**config.mk**
```make
export PLATFORM = sky130hd
export DESIGN_NAME = rd_beat_merger
export DESIGN_NICKNAME = d
export VERILOG_FILES = /design/src/rtl/rdm_pkg.sv /design/src/rtl/rdm_offset.sv /design/src/rtl/rdm_pack.sv /design/src/rtl/rd_beat_merger.sv
export SDC_FILE = /design/constraint.sdc
export NUM_CORES = 1
export LEC_CHECK = 0
export BUFFER_PORTS_ARGS = -buffer_cell sky130_fd_sc_hd__buf_2
export CAP_MARGIN = 20
export CORE_MARGIN = 4
export CORE_UTILIZATION = 40
export CTS_BUF_LIST = sky130_fd_sc_hd__clkbuf_4 sky130_fd_sc_hd__clkbuf_8
export DETAILED_ROUTE_END_ITERATION = 12
export HOLD_SLACK_MARGIN = 0.06
export PLACE_DENSITY = 0.67
export SETUP_SLACK_MARGIN = 0.1
export SLEW_MARGIN = 20
export SYNTH_ARGS = -nofsm -noshare
export SYNTH_HDL_FRONTEND = slang
export SYNTH_SLANG_ARGS = --single-unit
```
**constraint.sdc**
```tcl
create_clock -name clk -period 2.4 [get_ports clk]
set_input_delay 0.12 -clock clk [delete_from_list [all_inputs] [get_ports clk]]
set_output_delay 0.12 -clock clk [all_outputs]
set_load 0.03 [all_outputs]
```
**src/rtl/rdm_pkg.sv**
```systemverilog
package rdm_pkg;

    typedef enum logic [1:0] {
        S_IDLE   = 2'd0,
        S_GATHER = 2'd1,
        S_ISSUE  = 2'd2
    } rdm_state_e;

    localparam logic [1:0] RESP_OKAY   = 2'b00;
    localparam logic [1:0] RESP_EXOKAY = 2'b01;
    localparam logic [1:0] RESP_SLVERR = 2'b10;
    localparam logic [1:0] RESP_DECERR = 2'b11;

    // Severity rank: higher is worse.
    function automatic logic [1:0] resp_rank(input logic [1:0] r);
        unique case (r)
            RESP_DECERR: resp_rank = 2'd3;
            RESP_SLVERR: resp_rank = 2'd2;
            RESP_OKAY:   resp_rank = 2'd1;
            default:     resp_rank = 2'd0;
        endcase
    endfunction

    function automatic logic [1:0] resp_worse(input logic [1:0] a, input logic [1:0] b);
        resp_worse = (resp_rank(a) >= resp_rank(b)) ? a : b;
    endfunction

endpackage

```
**src/rtl/rdm_offset.sv**
```systemverilog
module rdm_offset #(
    parameter int NB_LOG = 2,
    parameter int WB_LOG = 4
) (
    input  logic              clk,
    input  logic              rst_n,
    input  logic              load,
    input  logic [WB_LOG-1:0] start_off,
    input  logic [2:0]        start_size,
    input  logic              step_en,
    output logic [WB_LOG-1:0] cur_off,
    output logic              boundary
);
    localparam int EXT_W = WB_LOG + 1;

    logic [WB_LOG-1:0] off_q;
    logic [2:0]        size_q;
    logic [2:0]        step_log;
    logic [EXT_W-1:0]  step;
    logic [EXT_W-1:0]  aligned;
    logic [EXT_W-1:0]  nxt;
    logic [EXT_W-1:0]  size_mask;

    always_comb begin
        step_log  = (size_q > 3'(NB_LOG)) ? 3'(NB_LOG) : size_q;
        step      = EXT_W'(1) << step_log;
        aligned   = {1'b0, off_q} & ~(step - EXT_W'(1));
        nxt       = aligned + step;
        size_mask = (EXT_W'(1) << size_q) - EXT_W'(1);
        boundary  = ((nxt & size_mask) == '0);
    end

    always_ff @(posedge clk) begin
        if (!rst_n) begin
            off_q  <= '0;
            size_q <= '0;
        end else if (load) begin
            off_q  <= start_off;
            size_q <= start_size;
        end else if (step_en) begin
            off_q  <= nxt[WB_LOG-1:0];
        end
    end

    assign cur_off = off_q;

endmodule

```
**src/rtl/rdm_pack.sv**
```systemverilog
module rdm_pack
    import rdm_pkg::*;
#(
    parameter int NW = 32,
    parameter int WW = 128
) (
    input  logic                         clk,
    input  logic                         rst_n,
    input  logic                         clear,
    input  logic                         absorb,
    input  logic [$clog2(WW/NW)-1:0]     slot,
    input  logic [NW-1:0]                in_data,
    input  logic [1:0]                   in_resp,
    output logic [WW-1:0]                out_data,
    output logic [1:0]                   out_resp
);
    localparam int SLOTS  = WW / NW;
    localparam int SLOT_W = $clog2(SLOTS);

    for (genvar s = 0; s < SLOTS; s++) begin : g_slot
        logic [NW-1:0] lane_q;
        always_ff @(posedge clk) begin
            if (!rst_n || clear) begin
                lane_q <= '0;
            end else if (absorb && slot == SLOT_W'(s)) begin
                lane_q <= in_data;
            end
        end
        assign out_data[s*NW +: NW] = lane_q;
    end

    logic [1:0] acc_q;
    always_ff @(posedge clk) begin
        if (!rst_n || clear) begin
            acc_q <= RESP_EXOKAY;
        end else if (absorb) begin
            acc_q <= resp_worse(acc_q, in_resp);
        end
    end
    assign out_resp = acc_q;

endmodule

```
**src/rtl/rd_beat_merger.sv**
```systemverilog
module rd_beat_merger
    import rdm_pkg::*;
#(
    parameter int NW   = 32,
    parameter int WW   = 128,
    parameter int ID_W = 4
) (
    input  logic                      clk,
    input  logic                      rst_n,
    input  logic                      cmd_valid,
    output logic                      cmd_ready,
    input  logic [$clog2(WW/8)-1:0]   cmd_addr,
    input  logic [2:0]                cmd_size,
    input  logic [ID_W-1:0]           cmd_id,
    input  logic                      n_valid,
    output logic                      n_ready,
    input  logic [NW-1:0]             n_data,
    input  logic [1:0]                n_resp,
    input  logic                      n_last,
    output logic                      w_valid,
    input  logic                      w_ready,
    output logic [WW-1:0]             w_data,
    output logic [1:0]                w_resp,
    output logic                      w_last,
    output logic [ID_W-1:0]           w_id
);
    localparam int NB_LOG = $clog2(NW / 8);
    localparam int WB_LOG = $clog2(WW / 8);
    localparam int SLOT_W = WB_LOG - NB_LOG;

    rdm_state_e state_q, state_d;

    logic              cmd_fire, n_fire, w_fire;
    logic              boundary;
    logic [WB_LOG-1:0] cur_off;
    logic [ID_W-1:0]   id_q;
    logic              last_q;

    assign cmd_fire = cmd_valid && cmd_ready;
    assign n_fire   = n_valid && n_ready;
    assign w_fire   = w_valid && w_ready;

    // State register
    always_ff @(posedge clk) begin
        if (!rst_n) state_q <= S_IDLE;
        else        state_q <= state_d;
    end

    // Next state
    always_comb begin
        state_d = state_q;
        unique case (state_q)
            S_IDLE:   if (cmd_valid)                        state_d = S_GATHER;
            S_GATHER: if (n_valid && (boundary || n_last))  state_d = S_ISSUE;
            S_ISSUE:  if (w_ready)                          state_d = last_q ? S_IDLE : S_GATHER;
            default:                                        state_d = S_IDLE;
        endcase
    end

    // Outputs
    always_comb begin
        cmd_ready = 1'b0;
        n_ready   = 1'b0;
        w_valid   = 1'b0;
        unique case (state_q)
            S_IDLE:   cmd_ready = 1'b1;
            S_GATHER: n_ready   = 1'b1;
            S_ISSUE:  w_valid   = 1'b1;
            default:  ;
        endcase
    end

    // Burst context held for the active burst
    always_ff @(posedge clk) begin
        if (!rst_n) begin
            id_q   <= '0;
            last_q <= 1'b0;
        end else if (cmd_fire) begin
            id_q   <= cmd_id;
            last_q <= 1'b0;
        end else if (n_fire && n_last) begin
            last_q <= 1'b1;
        end
    end

    rdm_offset #(
        .NB_LOG (NB_LOG),
        .WB_LOG (WB_LOG)
    ) u_offset (
        .clk        (clk),
        .rst_n      (rst_n),
        .load       (cmd_fire),
        .start_off  (cmd_addr),
        .start_size (cmd_size),
        .step_en    (n_fire),
        .cur_off    (cur_off),
        .boundary   (boundary)
    );

    rdm_pack #(
        .NW (NW),
        .WW (WW)
    ) u_pack (
        .clk      (clk),
        .rst_n    (rst_n),
        .clear    (cmd_fire || w_fire),
        .absorb   (n_fire),
        .slot     (cur_off[WB_LOG-1 -: SLOT_W]),
        .in_data  (n_data),
        .in_resp  (n_resp),
        .out_data (w_data),
        .out_resp (w_resp)
    );

    assign w_last = last_q;
    assign w_id   = id_q;

endmodule

```
### Word-level counts from Yosys, hierarchy flattened

Cells that the tools add are included.

* input bits: 51
* register bits: 144
* output and inout bits: 138
* word-level logic and storage cells: 73

* bitwise logic cells: 5
* equality and inequality tests: 12
* $lt $le $gt $ge: 2
* $add $sub $neg: 3
* reductions and logical operators: 22
* multiplexer cells: 17
* shift operators: 2

Operators with widths (number)
* $pmux W2 S3: 3
* $eq A2 B2 Y1 const B: 7
* $mux W2: 7
* $shl A1 B3 Y5 const A: 2
* $logic_and A1 B1 Y1: 9
* $logic_not A2 Y1: 4
* $mux W4: 2
* $ne A2 B2 Y1 const B: 3
* $add A5 B5 Y5: 1
* $and A4 B5 Y5: 1
* $and A5 B5 Y5: 1
* $logic_not A5 Y1: 1
* $not A5 Y5: 1
* $sub A5 B1 Y5 const B: 1
* $sub A5 B2 Y5 const B: 1
* $eq A2 B1 Y1 const B: 2
* $mux W1: 4
* $gt A3 B2 Y1 const B: 1
* $logic_or A1 B1 Y1: 3
* $mux W3: 1
* $reduce_and A3 Y1: 1
* $ge A2 B2 Y1: 1
* $not A1 Y1: 2
* $reduce_and A2 Y1: 1
* 3 further kinds: 3

### Depth between registers and ports, before layout

Gate-level depths: netlist of run 1.

* depth after elaboration: 13
* mapped depth: 9
* mapped depth without buffers: 8

### Modules after synthesis

A second synthesis of run 1 with hierarchy kept.

* cells, all modules: 683
* area total of the unflattened synthesis: 5516.5 µm²

By module, submodules not included
* rdm_pack: times used 1, sequential area each 2602.5 µm², area each 4638.2 µm², cells each 586
* rdm_offset: times used 1, sequential area each 140.1 µm², area each 540.5 µm², cells each 65
* rd_beat_merger: times used 1, sequential area each 140.1 µm², area each 337.8 µm², cells each 32

### Worst setup path before layout of run 1

No wires, ideal clock.

* path kind: register -> register
* start point: reg u_pack.acc_q[0] (netlist: u_pack.out_resp[0])
* end point: reg u_pack.acc_q[0] (netlist: u_pack.out_resp[0])
* slack: 274 ps
* path buffers: 0
* data arrival time: 2006 ps
* data required time: 2280 ps
* stages on the path, launching flop included: 8
* path through: dfxtp_1 > inv_1 > ha_1 > or2_2 > ha_1 > a211oi_1 > nor2_1 > a211o_1

* longest elaborated chain between the ends: 7
* elaborated cells between the ends (all ways): 9
* classes of those cells: order compare (1); eq/ne (2); mux (3); bitwise (1); reduce/logical (2)

RTL lines
* from (decl): line rdm_pack.sv:32 `logic [1:0] acc_q;`
* from (signal assigned): line rdm_pack.sv:37 `acc_q <= resp_worse(acc_q, in_resp);`
* $eq A2 B2 Y1 / $logic_not A2 Y1 (equally long branches): line rdm_pkg.sv:16 `unique case (r)`
* $pmux W2 S3 (*): line rdm_pkg.sv:16
* $mux W2 (*): line rdm_pack.sv:36 `end else if (absorb) begin`
* $mux W2 (*): line rdm_pack.sv:34 `if (!rst_n || clear) begin`
* $ge A2 B2 Y1 (*): line rdm_pkg.sv:25 `resp_worse = (resp_rank(a) >= resp_rank(b)) ? a : b;`
* $not A1 Y1 (no line) (*)
* $reduce_and A2 Y1 (no line) (*)

Every way passes the cells marked *; elsewhere a longest branch is shown, timed or not. The select of a mux whose other input is x is not followed.
A chain may end at the register's enable or synchronous reset.

### Worst setup path in the final report of run 1

* start point: reg u_offset.size_q[0]
* end point: reg state_q[1]

* longest elaborated chain between the ends: 13
* elaborated cells between the ends (all ways): 15
* classes of those cells: add/sub (3); order compare (1); eq/ne (1); shift (2); mux (1); bitwise (3); reduce/logical (4)

RTL lines
* from (decl): line rdm_offset.sv:17 `logic [2:0] size_q;`
* from (signal assigned): line rdm_offset.sv:39 `size_q <= start_size;`
* $gt A3 B2 Y1: line rdm_offset.sv:25 `step_log = (size_q > 3'(NB_LOG)) ? 3'(NB_LOG) : size_q;`
* $mux W3: line rdm_offset.sv:25
* $shl A1 B3 Y5: line rdm_offset.sv:26 `step = EXT_W'(1) << step_log;`
* $sub A5 B1 Y5: line rdm_offset.sv:27 `aligned = {1'b0, off_q} & ~(step - EXT_W'(1));`
* $not A5 Y5: line rdm_offset.sv:27
* $and A4 B5 Y5: line rdm_offset.sv:27
* $add A5 B5 Y5: line rdm_offset.sv:28 `nxt = aligned + step;`
* $and A5 B5 Y5 (*): line rdm_offset.sv:30 `boundary = ((nxt & size_mask) == '0);`
* $logic_not A5 Y1 (*): line rdm_offset.sv:30
* $logic_or A1 B1 Y1 (*): line rd_beat_merger.sv:54 `S_GATHER: if (n_valid && (boundary || n_last)) state_d = S_ISSUE;`
* $logic_and A1 B1 Y1 (*): line rd_beat_merger.sv:54
* $ne A2 B2 Y1 (no line) (*)
* $reduce_and A3 Y1 (no line) (*)
* to (signal assigned): line rd_beat_merger.sv:46 `else state_q <= state_d;`
* to (decl): line rd_beat_merger.sv:31 `rdm_state_e state_q, state_d;`

Every way passes the cells marked *; elsewhere a longest branch is shown, timed or not.

==> results of run 1 <==
stage by stage:
| step | setup WS, ps | instance area, µm² | total power [mW] |
|---|---|---|---|
| after global placement | 289 | 6600 | 3.16 |
| final | 299 | 7500 | 4.95 |
| after detailed placement | 255 | 6600 | 3.17 |
| after floorplan | 274 | 5550 | 2.96 |
| after CTS | 245 | 7480 | 5.00 |
| after global routing | 100 | 7500 | 5.20 |
worst paths after layout:
check / startpoint / depth (start not counted) / endpoint
max: u_offset.size_q[0]$_SDFFE_PN0P_ / 7 / state_q[1]$_SDFFE_PN0P_
min: cmd_addr[2] / 3 / u_offset.cur_off[2]$_SDFFE_PN0P_
max reg2reg: u_offset.size_q[0]$_SDFFE_PN0P_ / 7 / state_q[1]$_SDFFE_PN0P_
min reg2reg: u_pack.g_slot[0].lane_q[1]$_SDFFE_PP0P_ / 2 / u_pack.g_slot[0].lane_q[1]$_SDFFE_PP0P_
repair_timing:
action | CTS | global route
endpoints found under the hold margin | 143 | 0
endpoints found under the setup margin | 0 | 1
buffers inserted | 0 | 0
resized for setup | 0 | 3
hold buffers | 52 | 0
cell families after synthesis:
kind of cell | after synthesis | share of synthesized area, %
flip-flops | 144 | 51.9
AND/OR/NAND/NOR | 316 | 23.0
multiplexers | 2 | 0.360
XOR/XNOR | 3 | 0.473
other | 1 | 0.0675
AO/OA/AOI/OAI | 165 | 16.4
adder cells (fa/ha/maj) | 9 | 2.03
buffers and inverters | 59 | 5.70
where the power goes:
part	total (mW)	switching [mW]	internal, mW
Clock	1.76	0.851	0.914
Sequential	2.50	0.0577	2.44
Combinational	0.690	0.429	0.262
Total	4.95	1.34	3.62
worst register-to-register path, delay by kind of cell, from the launching register on:
family / cells / cell delay (ps)
DFF: 1 / 370
adders and majority gates: 1 / 310
AOI/OAI and AO/OA: 2 / 310
and+or+nand+nor: 4 / 1000
routing by layer:
metal	global-route usage, %	part of all wire (%)	routed length (µm)	vias to the layer above
met5	0	0	0	-
met4	6.44	1.4	222	0
met3	5.67	7.0	1140	13
met2	32.3	47	7580	154
met1	26.9	45	7300	2406
li1	-	-	-	2715
layout make-up:
type / count / area, µm² / area share, %
clock buffers: 24 / 299 / 3.99
clock inverters: 6 / 60.1 / 0.801
inverters: 7 / 26.3 / 0.351
multi-input cells: 496 / 2390 / 31.9
flip-flops and latches: 144 / 2890 / 38.5
well taps: 176 / 220 / 2.94
repair buffers: 254 / 1620 / 21.6
sequential cells by signal, indices dropped and copies added (netlist names):
signal	cells
u_pack.g_slot.lane_q	128
u_offset.cur_off	4
w_id	4
u_offset.size_q	3
state_q	2
u_pack.out_resp	2
w_last	1
placed cells by master (no fill, tap or decap), types with 2 or more instances in the layout:
cell type	synthesis	routed
mux2i_1	2	2
nand2_1	279	279
nor2_1	10	10
clkbuf_8	2	19
a21boi_0	11	11
dfxtp_2	0	2
xor2_1	2	2
nor2b_1	3	3
o21ai_0	5	5
nor3_1	3	3
clkinvlp_4	0	2
dfxtp_1	144	142
inv_1	7	7
o211ai_1	3	3
clkbuf_4	0	5
and2_1	4	4
buf_12	0	4
or2_2	2	2
buf_4	1	10
a22oi_1	3	3
dlygate4sd3_1	0	52
buf_2	21	188
a21oi_1	131	131
ha_1	9	9
and3_1	2	2
clkinv_2	0	3
==> flow_summary.yaml, run 1 <==
run_status:
  status: "finished clean"
cells_and_area:
  diodes: 0
  nFillCells: 1293
  fin_util_pct: 55.9
  drive_above_1_share_pct: 26.3
  nets: 980
  final_cells: 1107
  area_delta_synth_final_pct: 35.0
critical_path:
  path_cells: "or3_2, ha_1, or2b_1, and2b_2, a32o_1, o2111ai_1, nand2_1"
  worstSetupEndpointType: "register"
  crit_required_ps: 2730
  r2r_slack_ps: 300
  crit_type: "register to register"
  path_buf_inv: 0
  slowest_delay_ps: 520
  crit_family: "simple AND/OR/NAND/NOR gates"
  critPathMaxFanout: 9
  crit_arrival_ps: 2430
  cpMaxStageDelayCell: "or3_2"
  start_kind: "register"
placement:
  numPortBuffers: 188
  dp_hpwl_mm: 10.8
  place.gp.congestion: 0.755
  place_inst: 1025
logic_synthesis:
  synth-edff-count: 0
  synth.net_count: 759
  netlist_top_cells_area: "dfxtp_1, nand2_1, a21oi_1"
  yosysTopAreaCellShare_pct: 51.9
  synth_commonest_cells: "nand2_1, dfxtp_1, a21oi_1"
  ys_async_sr_fraction_pct: 0
  syn_area_um2: 5550
  ys.flop_type: "dfxtp_1"
  syn_inst: 699
  synth.avg_cell_area_um2: 7.95
  yosys_register_bits: 144
  yosys.area.top_type: "dfxtp_1"
  yosysWarnings: 0
  synthDistinctLibCells: 50
  yosysMostFrequentCell: "nand2_1"
  yosysSeqAreaShare_pct: 51.9
floorplan:
  die_y_um: 126
  ios: 189
  initial_core_util_pct: 41.4
  fp-row-count: 42
  fp.dieW_um: 126
  die_area_um2: 15800
  coreArea_um2: 13400
worst_hold_path:
  hold_class: "input port to register"
drt:
  wirelength_mm: 16.2
  drc_errors: 0
  drtIter0Drc: 300
  ant_nets: 0
  viasPerCell: 4.78
  wl_per_cell_um: 14.7
  firstDrtPassIters: 4
  vias: 5288
clock_tree:
  cts_root_buf: "clkbuf_8"
  path_clk_slew_ps: 70
  numCtsBuffers: 17
  cts_tree: "yes"
  htreeDepth: 4
  clock_sinks: 144
  clock_path_buffers: 2
  clk_latency_ps: 440
sta:
  fmax_mhz: 476
  whs_ps: 72.4
  fin_crit_sh_pct: 87.5
  setup_tns_ps: 0
  final_hold_viol_count: 0
  setup_viol: 0
  drv_slew: 0
  rsz0062_at_grt: "false"
  finalCriticalPeriod_ps: 2100
  slew_headroom_pct: 51.3
  worst_clock_skew_ps: 7.43
  tightest_slew_ps: 730
pwr:
  power_density_nw_per_um2: 661
  peakVddDrop_uv: 410
  leakage_nw: 3.17
global_route:
  grt_pass1_wl_mm: 26.0
  grt_max_degree: 78
  gr-total-overflow: 0
  grtUsageTotal_pct: 20.3
  antenna_found_initial: 0
  first_global_vias: 4967
run:
  max-cap-violations: 0
No activity file was read; power rests on OpenSTA's default activity.
==> run 2: changes to the inputs <==
ABC_AREA = 1   (was not set)
==> flow_summary.yaml, run 2 <==
logic_synthesis:
  ys_async_sr_fraction_pct: 0
  synth.net_count: 776
  synth_commonest_cells: "nor2_1, dfxtp_1, o21ai_0"
  synthDistinctLibCells: 30
  yosysSeqAreaShare_pct: 52.2
  syn_inst: 716
  ys.flop_type: "dfxtp_1"
  yosysMostFrequentCell: "nor2_1"
  yosys_register_bits: 144
  syn_area_um2: 5530
  yosys.area.top_type: "dfxtp_1"
  synth-edff-count: 0
  synth.avg_cell_area_um2: 7.72
  yosysTopAreaCellShare_pct: 52.2
  netlist_top_cells_area: "dfxtp_1, nor2_1, o21ai_0"
  yosysWarnings: 0
clock_tree:
  clk_latency_ps: 450
  cts_tree: "yes"
  numCtsBuffers: 17
  cts_root_buf: "clkbuf_8"
  clock_path_buffers: 2
  clock_sinks: 144
  htreeDepth: 4
  path_clk_slew_ps: 80
critical_path:
  r2r_slack_ps: 450
  worstSetupEndpointType: "register"
  critPathMaxFanout: 5
  path_cells: "inv_1, nand2_1, nor2_1, inv_1, o21ai_0, ha_1, inv_1, or2_2, nand2_1, inv_1, nand3_2, nand2_2, nand2_1, nand2_1, a21oi_2"
  timing.rr.start: "u_offset.size_q[2]$_SDFFE_PN0P_"
  crit_type: "register to register"
  start_kind: "register"
  rr_endpoint: "state_q[0]$_SDFFE_PN0P_"
  worstRegToRegCells: 15
  cpMaxStageDelayCell: "dfxtp_1"
  crit_required_ps: 2790
  slowest_delay_ps: 410
  crit_arrival_ps: 2330
sta:
  tightest_slew_ps: 676
  worst_clock_skew_ps: 9.15
  fin_crit_sh_pct: 81.2
  rsz0062_at_grt: "false"
  fmax_mhz: 513
  setup_tns_ps: 0
  drv_slew: 0
  finalCriticalPeriod_ps: 1950
  slew_headroom_pct: 54.8
  final_hold_viol_count: 0
  setup_viol: 0
floorplan:
  coreArea_um2: 13400
  ios: 189
  die_area_um2: 15800
  fp.dieW_um: 126
  initial_core_util_pct: 41.3
  fp-row-count: 42
  die_y_um: 126
drt:
  ant_nets: 0
  drc_errors: 0
  wirelength_mm: 16.6
  vias: 5417
  firstDrtPassIters: 4
  viasPerCell: 4.78
  wl_per_cell_um: 14.7
  drtIter0Drc: 259
pwr:
  power_density_nw_per_um2: 690
  leakage_nw: 3.88
  peakVddDrop_uv: 425
worst_hold_path:
  hold_end: "u_offset.cur_off[0]$_SDFFE_PN0P_"
  holdPathStages: 4
  hold_start: "cmd_addr[0]"
  hold_class: "input port to register"
global_route:
  grt_pass1_wl_mm: 26.3
  grt_max_degree: 131
  grtUsageTotal_pct: 20.8
  gr-total-overflow: 0
  antenna_found_initial: 0
  first_global_vias: 5037
cells_and_area:
  area_delta_synth_final_pct: 35.6
  nFillCells: 1250
  drive_above_1_share_pct: 26.5
  largest_reg_flops: 128
  fin_util_pct: 55.9
  top_register: "u_pack.g_slot.lane_q"
  diodes: 0
  mostFrequentLayoutCell: "nor2_1"
  final_cell_mix: "nor2_1, buf_2, dfxtp_1"
  nets: 1005
run_status:
  status: "finished clean"
placement:
  place.gp.congestion: 0.853
  dp_hpwl_mm: 10.5
  numPortBuffers: 188
run:
  max-cap-violations: 0
run 2: metrics by stage:
stage               cells  power (mW)  area [µm²]  hold slack, ps  worst slack [ps]
floorplan             716        2.98        5530             250               570
global placement     1047        3.18        6540             368               509
detailed placement   1047        3.18        6540             380               479
CTS                  1134        5.21        7500             426               460
global route         1134        5.40        7500             467               239
finish               1134        5.17        7500             461               452
run 2: repair_timing:
item                                   in CTS  in global routing
hold buffers                               55                  0
setup endpoints to repair                   0                  0
endpoints found under the hold margin     144                  0
resized for setup                           0                  0
buffers inserted                            0                  0
run 2: per-layer routing:
metal	up-vias	GRT usage, %	share of wire, %
li1	2756	-	-
met1	2471	27.5	46
met2	174	32.5	45
met3	16	7.29	8.1
met4	0	5.55	0.97
met5	-	0	0
run 2: power breakdown:
group	total [mW]	switching, mW	internal, mW
registers	2.50	0.0437	2.45
clock network	1.97	0.962	1.01
logic	0.704	0.460	0.243
total	5.17	1.47	3.71
run 2: final cells by class:
class / instances / area, µm² / area share (%)
Inverter: 32 / 123 / 1.64
Clock buffer: 20 / 275 / 3.67
Multi-Input combinational cell: 499 / 2300 / 30.7
Tap cell: 176 / 220 / 2.94
Clock inverter: 12 / 134 / 1.79
Timing Repair Buffer: 251 / 1560 / 20.9
Sequential cell: 144 / 2880 / 38.5
run 2: critical path, delay by kind of cell (launching register included):
kind / cells / cell delay, ps
AND/OR/NAND/NOR: 8 / 750
flip-flops: 1 / 410
buffers and inverters: 4 / 240
adder cells (fa/ha/maj): 1 / 300
AO/OA/AOI/OAI: 2 / 190
run 2: worst max path at each step:
stage	start	endpoint	slack, ps	cells after the start
2_1_floorplan	u_pack.out_resp[0]$_SDFFE_PP1P_	u_pack.out_resp[0]$_SDFFE_PP1P_	570	8
3_3_place_gp	u_offset.size_q[2]$_SDFFE_PN0P_	state_q[0]$_SDFFE_PN0P_	510	15
3_5_place_dp	u_offset.size_q[2]$_SDFFE_PN0P_	state_q[0]$_SDFFE_PN0P_	480	15
4_1_cts	u_offset.size_q[2]$_SDFFE_PN0P_	state_q[0]$_SDFFE_PN0P_	460	15
5_1_grt	u_offset.size_q[2]$_SDFFE_PN0P_	state_q[0]$_SDFFE_PN0P_	240	15
6_report	u_offset.size_q[2]$_SDFFE_PN0P_	state_q[0]$_SDFFE_PN0P_	450	15
run 2: cell families (layout without fill, tap and decap cells):
group,count (synthesis),in the layout,share of synthesized area (%)
fa+ha+maj,9,9,2.04
flops,144,144,52.2
simple gates,334,334,24.8
buf+inv,73,315,6.41
other cells,1,1,0.0678
compound gates,155,155,14.6
==> run 3: changes to the inputs <==
ABC_AREA = 0   (was 1)
PLACE_DENSITY = 0.69   (was 0.67)
clock period = 1.71 ns   (was 2.4 ns; I/O delays follow)
==> flow_summary.yaml, run 3 (synthesized netlist as in run 1, its figures left out) <==
run_status:
  status: "finished, violations left"
  violations: "setup timing"
drt:
  vias: 5394
  firstDrtPassIters: 4
  wl_per_cell_um: 14.9
  ant_nets: 0
  viasPerCell: 4.79
  drc_errors: 0
  drtIter0Drc: 320
  wirelength_mm: 16.7
worst_hold_path:
  hold_class: "input port to register"
sta:
  finalCriticalPeriod_ps: 1990
  worst_clock_skew_ps: 15.5
  rsz0062_at_grt: "true"
  final_hold_viol_count: 0
  fmax_mhz: 503
  drv_slew: 0
  setup_viol: 3
  fin_crit_sh_pct: 116
  setup_tns_ps: -612
  worst_slack_ps: -280
clock_tree:
  clock_path_buffers: 2
  cts_tree: "yes"
  path_clk_slew_ps: 80
  clock_sinks: 144
  cts_root_buf: "clkbuf_8"
  clk_latency_ps: 450
  htreeDepth: 4
  numCtsBuffers: 17
placement:
  numPortBuffers: 188
  place.gp.congestion: 0.808
  dp_hpwl_mm: 11.2
global_route:
  grt_max_degree: 73
  gr-total-overflow: 0
  first_global_vias: 5292
  grt_pass1_wl_mm: 27.0
  antenna_found_initial: 0
  grtUsageTotal_pct: 21.1
floorplan:
  coreArea_um2: 13400
  die_y_um: 126
  die_area_um2: 15800
  fp-row-count: 42
  fp.dieW_um: 126
  ios: 189
  initial_core_util_pct: 41.4
cells_and_area:
  mostFrequentLayoutCell: "nand2_1"
  diodes: 0
  final_cell_mix: "nand2_1, buf_2, dfxtp_1"
  drive_above_1_share_pct: 30.7
  nets: 996
  top_register: "u_pack.g_slot.lane_q"
  area_delta_synth_final_pct: 42.2
  largest_reg_flops: 128
critical_path:
  critPathMaxFanout: 3
  start_kind: "register"
  worstSetupEndpointType: "register"
  crit_type: "register to register"
  crit_required_ps: 2100
  crit_arrival_ps: 2380
pwr:
  leakage_nw: 3.31
  total_power_mw: 7.72
  power_density_nw_per_um2: 978
  peakVddDrop_uv: 749
run:
  max-cap-violations: 0
run 3: cell types whose count changed in the layout (fill, tap and decap cells not counted), sizes merged, moves of 4 or more:
cell and delta:
dlygate4sd3 -7, buf +26, clkbuf +4, nor2 -269, o21ai -134, nand3 -10
inv -25, a21boi +11, clkinv -4, a21oi +123, and2 +6, nand2 +243
run 3: layout make-up:
type | instances | area, µm²
clock buffer | 24 | 318
fill | 1232 | 5500
clock inverter | 8 | 148
tap | 176 | 220
timing repair buffer | 270 | 1760
multi-input combinational | 496 | 2530
sequential | 144 | 2890
inverter | 7 | 28.8
run 3: worst paths after layout:
path / cells after the start / start / to / slack (ps)
worst min register to register: 2 / u_pack.g_slot[0].lane_q[28]$_SDFFE_PP0P_ / u_pack.g_slot[0].lane_q[28]$_SDFFE_PP0P_ / 450
worst min-delay path: 4 / cmd_valid / w_last$_SDFFE_PP0P_ / 150
worst max-delay path: 8 / u_offset.size_q[0]$_SDFFE_PN0P_ / state_q[0]$_SDFFE_PN0P_ / -280
worst max register to register: 8 / u_offset.size_q[0]$_SDFFE_PN0P_ / state_q[0]$_SDFFE_PN0P_ / -280
run 3: report_power, final:
group | switching (mW) | internal, mW
registers | 0.0629 | 3.42
clock network | 1.27 | 1.82
logic | 0.682 | 0.461
total | 2.01 | 5.71
run 3: timing repair:
action | CTS | global route
pin swaps | 4 | 7
endpoints found under the hold margin | 144 | 0
endpoints found under the setup margin | 6 | 80
hold buffers | 48 | 0
resized for setup | 15 | 9
setup buffers | 0 | 5
run 3: worst max-delay path, cell delays in order (launching register included):
cell      delay, ps
dfxtp_2         330
or3_4           420
nor2_4          130
ha_4            130
or2b_1          240
and2b_2         190
a32o_2          240
o211ai_1        100
and2_1          140
run 3: per-stage QoR:
step / setup slack [ps] / hold slack, ps / util, % / std cells / instance area (µm²)
after floorplan: -225 / 203 / - / 699 / 5640
after global placement: -200 / 336 / 51.0 / 1040 / 6830
after detailed placement: -261 / 346 / 51.0 / 1040 / 6830
after CTS: -197 / 121 / 58.4 / 1120 / 7820
after global routing: -375 / 187 / 58.9 / 1125 / 7900
final: -280 / 149 / 58.9 / 1125 / 7900
run 3: metal layers:
metal / track usage, % / up-vias / wire, µm / share of wire (%)
li1: - / 2750 / - / -
met1: 26.4 / 2464 / 7190 / 43
met2: 35.0 / 165 / 8110 / 49
met3: 6.35 / 15 / 1220 / 7.3
met4: 6.62 / 0 / 195 / 1.2
met5: 0 / - / 0 / 0
